`src/rtl/sqo_pkg.sv`:
```
package sqo_pkg;
   localparam int SEG_W     = 7;
   localparam int DIGITS    = 4;
   localparam int POSITIONS = 2 * DIGITS;
   localparam int POS_W     = $clog2(POSITIONS);

   typedef logic [SEG_W-1:0] seg_t;
   typedef logic [POS_W-1:0] pos_t;

   // active-low, bit0 = a ... bit6 = g
   localparam seg_t SEG_BLANK = 7'b1111111;
   localparam seg_t SEG_UPPER = 7'b0011100;   // a b f g lit
   localparam seg_t SEG_LOWER = 7'b0100011;   // c d e g lit

   typedef enum logic {DIR_BACK = 1'b0, DIR_FWD = 1'b1} dir_e;
endpackage

```
`src/rtl/sqo_base_div.sv`:
```
module sqo_base_div #(
   parameter int unsigned DIV = 500000
) (
   input  logic clk,
   input  logic rst,
   output logic tick
);
   localparam int CW = (DIV > 2) ? $clog2(DIV) : 1;
   localparam logic [CW-1:0] LAST = CW'(DIV - 1);

   if (DIV < 2) begin : g_bad_div
      $error("sqo_base_div: DIV must be at least 2");
   end

   logic [CW-1:0] cnt;

   assign tick = (cnt == LAST);

   always_ff @(posedge clk) begin
      if (rst)       cnt <= '0;
      else if (tick) cnt <= '0;
      else           cnt <= cnt + 1'b1;
   end
endmodule

```
`src/rtl/sqo_rate_strobe.sv`:
```
module sqo_rate_strobe #(
   parameter int SEL_W = 2
) (
   input  logic             clk,
   input  logic             rst,
   input  logic             base_tick,
   input  logic [SEL_W-1:0] sel,
   output logic             step
);
   // limit = 2 << sel, largest is 2**(2**SEL_W); counter holds limit-1
   localparam int CNT_W = 2 ** SEL_W;

   if (SEL_W < 1 || SEL_W > 4) begin : g_bad_sel
      $error("sqo_rate_strobe: SEL_W must lie in 1..4");
   end

   logic [SEL_W-1:0] sel_q;
   logic [CNT_W-1:0] cnt;
   logic [CNT_W-1:0] last;
   logic             changed;
   logic             at_last;

   always_comb begin
      last    = (CNT_W'(1) << (int'(sel) + 1)) - CNT_W'(1);
      changed = (sel != sel_q);
      at_last = (cnt == last);
      step    = base_tick & at_last & ~changed;
   end

   always_ff @(posedge clk) begin
      sel_q <= sel;
      if (rst)            cnt <= '0;
      else if (changed)   cnt <= '0;
      else if (base_tick) cnt <= at_last ? '0 : cnt + 1'b1;
   end
endmodule

```
`src/rtl/sqo_pos_ctr.sv`:
```
module sqo_pos_ctr
   import sqo_pkg::*;
(
   input  logic clk,
   input  logic rst,
   input  logic step,
   input  logic hold,
   input  logic dir,
   output pos_t pos
);
   if (POSITIONS != (1 << POS_W)) begin : g_bad_ring
      $error("sqo_pos_ctr: ring length must be a power of two");
   end

   always_ff @(posedge clk) begin
      if (rst)
         pos <= '0;
      else if (step && !hold)
         pos <= (dir_e'(dir) == DIR_FWD) ? pos + 1'b1 : pos - 1'b1;
   end
endmodule

```
`src/rtl/sqo_glyph_dec.sv`:
```
module sqo_glyph_dec
   import sqo_pkg::*;
(
   input  pos_t pos,
   output seg_t segs [DIGITS]
);
   for (genvar d = 0; d < DIGITS; d++) begin : g_digit
      localparam pos_t TOP_POS = pos_t'(d);
      localparam pos_t BOT_POS = pos_t'(POSITIONS - 1 - d);
      always_comb begin
         if (pos == TOP_POS)      segs[d] = SEG_UPPER;
         else if (pos == BOT_POS) segs[d] = SEG_LOWER;
         else                     segs[d] = SEG_BLANK;
      end
   end
endmodule

```
`src/rtl/square_orbit_ctrl.sv`:
```
module square_orbit_ctrl
   import sqo_pkg::*;
#(
   parameter int unsigned BASE_DIV   = 500000,
   parameter int          RATE_SEL_W = 2
) (
   input  logic                  clk,
   input  logic                  rst,
   input  logic                  pause,
   input  logic                  dir,
   input  logic [RATE_SEL_W-1:0] speed,
   output logic [SEG_W-1:0]      seg_d0,
   output logic [SEG_W-1:0]      seg_d1,
   output logic [SEG_W-1:0]      seg_d2,
   output logic [SEG_W-1:0]      seg_d3
);
   if (DIGITS != 4) begin : g_bad_digits
      $error("square_orbit_ctrl: port list assumes four digits");
   end

   logic base_tick;
   logic step;
   pos_t pos;
   seg_t segs [DIGITS];

   sqo_base_div #(.DIV(BASE_DIV)) u_base (
      .clk  (clk),
      .rst  (rst),
      .tick (base_tick)
   );

   sqo_rate_strobe #(.SEL_W(RATE_SEL_W)) u_rate (
      .clk       (clk),
      .rst       (rst),
      .base_tick (base_tick),
      .sel       (speed),
      .step      (step)
   );

   sqo_pos_ctr u_pos (
      .clk  (clk),
      .rst  (rst),
      .step (step),
      .hold (pause),
      .dir  (dir),
      .pos  (pos)
   );

   sqo_glyph_dec u_dec (
      .pos  (pos),
      .segs (segs)
   );

   assign seg_d0 = segs[0];
   assign seg_d1 = segs[1];
   assign seg_d2 = segs[2];
   assign seg_d3 = segs[3];
endmodule

```
`config.mk`:
```
export PLATFORM = sky130hd
export DESIGN_NAME = square_orbit_ctrl
export DESIGN_NICKNAME = d
export VERILOG_FILES = /design/src/rtl/sqo_pkg.sv /design/src/rtl/sqo_base_div.sv /design/src/rtl/sqo_rate_strobe.sv /design/src/rtl/sqo_pos_ctr.sv /design/src/rtl/sqo_glyph_dec.sv /design/src/rtl/square_orbit_ctrl.sv
export SDC_FILE = /design/constraint.sdc
export NUM_CORES = 1
export LEC_CHECK = 0
export BUFFER_PORTS_ARGS = -buffer_cell sky130_fd_sc_hd__buf_2
export CAP_MARGIN = 20
export CORE_MARGIN = 2
export CORE_UTILIZATION = 27
export DETAILED_ROUTE_END_ITERATION = 12
export PLACE_DENSITY_LB_ADDON = 0.2
export SYNTH_ARGS = -nofsm -noshare
export SYNTH_HDL_FRONTEND = slang
export SYNTH_SLANG_ARGS = --single-unit
```
`constraint.sdc`:
```
create_clock -name clk -period 5.6 [get_ports clk]
set_input_delay 1.68 -clock clk [delete_from_list [all_inputs] [get_ports clk]]
set_output_delay 1.68 -clock clk [all_outputs]
set_load 0.1 [all_outputs]
```
==> qor.csv <==
stage,metric,value,unit
outcome,outcome,"finished, final reports clean",
timing,tns,0,ns
finish,syn_to_final_growth,11.18,%
drt,ant_nets,0,
drt,vias_per_cell,4.362,
synth,ys_seq_area_share,35.78,%
floorplanning,dieHeight,80.17,um
cts,numClockSinks,28,
floorplanning,start_util,28.27,%
finish,drive_above_1_share,19.61,%
synth,synth_fp_nets,201,
drt,routed_wl,2784,um
power_and_ir_drop,power_switching,71.16,uW
cts,hold_buffers,0,
drt,drtIter0Drc,73,
timing,setup_viol,0,
timing,holdWs,0.4737,ns
min_path,min-delay-start,u_base.cnt[0],
min_path,whs_path_depth,1,
setup_path,r2r_setup_slack,3.45,ns
finish,fillers,601,
drt,drc_errors,0,
synth,ys_seq_elements,28,
synth,avgSynthCellArea,8.422,um^2
finish,postLayoutCoreUtil,31.44,%
drt,wl_per_cell,10.09,um
grt,grt_usage,9.574,%
place,dp_hpwl,2087,um
power_and_ir_drop,vdd_drop_max,0.0001140,V
timing,tightest_slew,0.5761,ns
setup_path,reg2regPathDepth,5,
power_and_ir_drop,power_frac_clock,35.8,%
setup_path,worst_setup_path_end_kind,output port,
timing,finalCritPeriodShare,61.09,%
setup_path,cp.required,3.92,ns
setup_path,r2r-start,u_base.cnt[0],
cts,cts_tree,done,
cts,cts.clk_slew.worst_paths,0.09,ns
setup_path,arrival,1.74,ns
power_and_ir_drop,power.leakage,0.6510,nW
place,pre_cts_ws,2.322,ns
setup_path,crit_cells,5,
drt,via_count,1204,
power_and_ir_drop,p_total,341.0,uW
grt,grt_pass1_vias,1081,
power_and_ir_drop,combPwrFrac,4.4,%
setup_path,start_kind,register,
timing,layout_min_cycle_time,3.421,ns
min_path,min-delay-path-class,reg2reg,
setup_path,crit_family,buffers and inverters,
grt,grt_remaining_overflow,0,
floorplanning,dieWidth,80.17,um
place,io_buffers,33,
finish,register_area,560.5,um^2
cts,worstSkewPairLatency,0.27,ns
setup_path,path_class,reg2out,
setup_path,crit_fanout,5,
finish,layout_common_cells,"33 x buf_2, 28 x dfxtp_1, 27 x nor2_1, 17 x nand3_1, 13 x xor2_1",
grt,grt_pass1_wl,4919,um
timing,fmax,292.3,MHz
power_and_ir_drop,pwr-share-seq,59.7,%
setup_path,cp_slowest_cell,buf_2,
power_and_ir_drop,p_int,269.8,uW
setup_path,reg2reg_to,u_base.cnt[17],
finish,mostFrequentLayoutCell,buf_2,
drt,drt-pass1-iter-count,4,
timing,finalHoldViolations,0,
cts,cts_buffers,3,
synth,synth.distinct_cells,32,
synth,syn-cell-area,1567,um^2
timing,slew_violations,0,
cts,clk_path_buf_depth,2,
cts,htreeDepth,1,
timing,slew_headroom,61.30,%
power_and_ir_drop,p_sw_share,20.87,%
floorplanning,core_area,5540,um^2
synth,yosys_most_used_dff,dfxtp_1,
synth,async_flop_share,0,%
setup_path,max_stage_delay,0.44,ns
timing,setup_slack,2.179,ns
timing,rsz0062_at_grt,false,
min_path,hold_path_end,u_base.cnt[0],
cts,cts-root-buf,clkbuf_8,
floorplanning,die_area,6427,um^2
synth,syn_inst,186,
grt,grt_start_max_net_pins,18,
floorplanning,num_rows,27,
finish,multi_input_area,833.3,um^2
cts,post_cts.repair.setup_buffers,0,
floorplanning,ios,34,
grt,antenna_found_initial,0,
synth,synth_warnings,0,
place,gp_congestion,0.7439,
setup_path,cp_num_buf_inv,2,
finish,fin_nets,220,
timing,fin_skew,0.002152,ns
synth,synth_edf_count,0,
finish,diodes,0,
setup_path,crit_chain,"inv_1, ha_1, nand2_1, a21boi_0, buf_2",
power_and_ir_drop,power_density,195.8,nW/um^2
cts,cts_resized,0,
run,maxCapViolCount,0,
## cell type report
class | instances | share of cell area (%)
timing repair buffer | 33 | 9.483
sequential | 28 | 32.18
clock buffer | 4 | 3.161
inverter | 10 | 2.155
multi-input combinational | 129 | 47.84
tap | 72 | 5.172
## synthesized netlist by cell type (3+ instances only)
cell type | n | share of area (%)
or4_1 | 3 | 1.4
nand2_1 | 12 | 2.9
inv_1 | 10 | 2.4
nor3_1 | 5 | 1.6
xnor2_1 | 8 | 4.5
buf_4 | 16 | 7.7
xor2_1 | 13 | 7.3
dfxtp_1 | 28 | 36
ha_1 | 9 | 7.2
a21oi_1 | 6 | 1.9
nor2_1 | 27 | 6.5
nand4_1 | 4 | 1.6
nand3_1 | 17 | 5.4
## worst max path at each step
| stage | slack [ns] | to | startpoint |
|---|---|---|---|
| 2_1_floorplan | 0.28 | seg_d3[6] | u_pos.pos[0] |
| 6_report | 2.18 | seg_d3[6] | u_pos.pos[0] |
| 3_5_place_dp | 2.32 | u_pos.pos[1] | speed[0] |
| 4_1_cts | 2.16 | seg_d3[6] | u_pos.pos[0] |
| 3_3_place_gp | 2.33 | u_pos.pos[1] | speed[0] |
| 5_1_grt | 1.99 | seg_d3[6] | u_pos.pos[0] |
## registers in the layout (all words and copies together) (netlist names)
register      cells
u_rate.sel_q      2
u_base.cnt       19
u_pos.pos         3
u_rate.cnt        4
## metal layers
layer | wire (um) | share of wire, % | vias to the layer above | GRT usage (%)
met3 | 122 | 4.4 | 2 | 2.809
met4 | 14 | 0.50 | 0 | 2.034
li1 | - | - | 656 | -
met5 | 0 | 0 | - | 0
met2 | 1174 | 42 | 24 | 14.58
met1 | 1473 | 53 | 522 | 13.35
## metrics by stage
step / area, um^2 / cells
6_report: 1742 / 276
5_1_grt: 1742 / 276
4_1_cts: 1742 / 276
3_5_place_dp: 1687 / 272
3_3_place_gp: 1687 / 272
2_1_floorplan: 1567 / 186
## cells by family (layout without fill, tap and decap cells)
| kind of cell | count (synthesis) | count (layout) | share of synthesized area, % |
|---|---|---|---|
| flip-flops | 28 | 28 | 35.78 |
| AO/OA/AOI/OAI | 14 | 14 | 5.671 |
| buffers and inverters | 29 | 47 | 11.02 |
| AND/OR/NAND/NOR | 85 | 85 | 28.59 |
| XOR/XNOR | 21 | 21 | 11.74 |
| adder cells (fa/ha/maj) | 9 | 9 | 7.189 |
## power by group through the flow
stage | logic [mW] | clock network (mW) | registers, mW
5_1_grt | 0.0177 | 0.136 | 0.204
3_5_place_dp | 0.0154 | 0 | 0.208
4_1_cts | 0.0155 | 0.130 | 0.204
2_1_floorplan | 0.0100 | 0 | 0.208
3_3_place_gp | 0.0157 | 0 | 0.208
6_report | 0.0151 | 0.122 | 0.204
(Power assumes the default switching activity.)
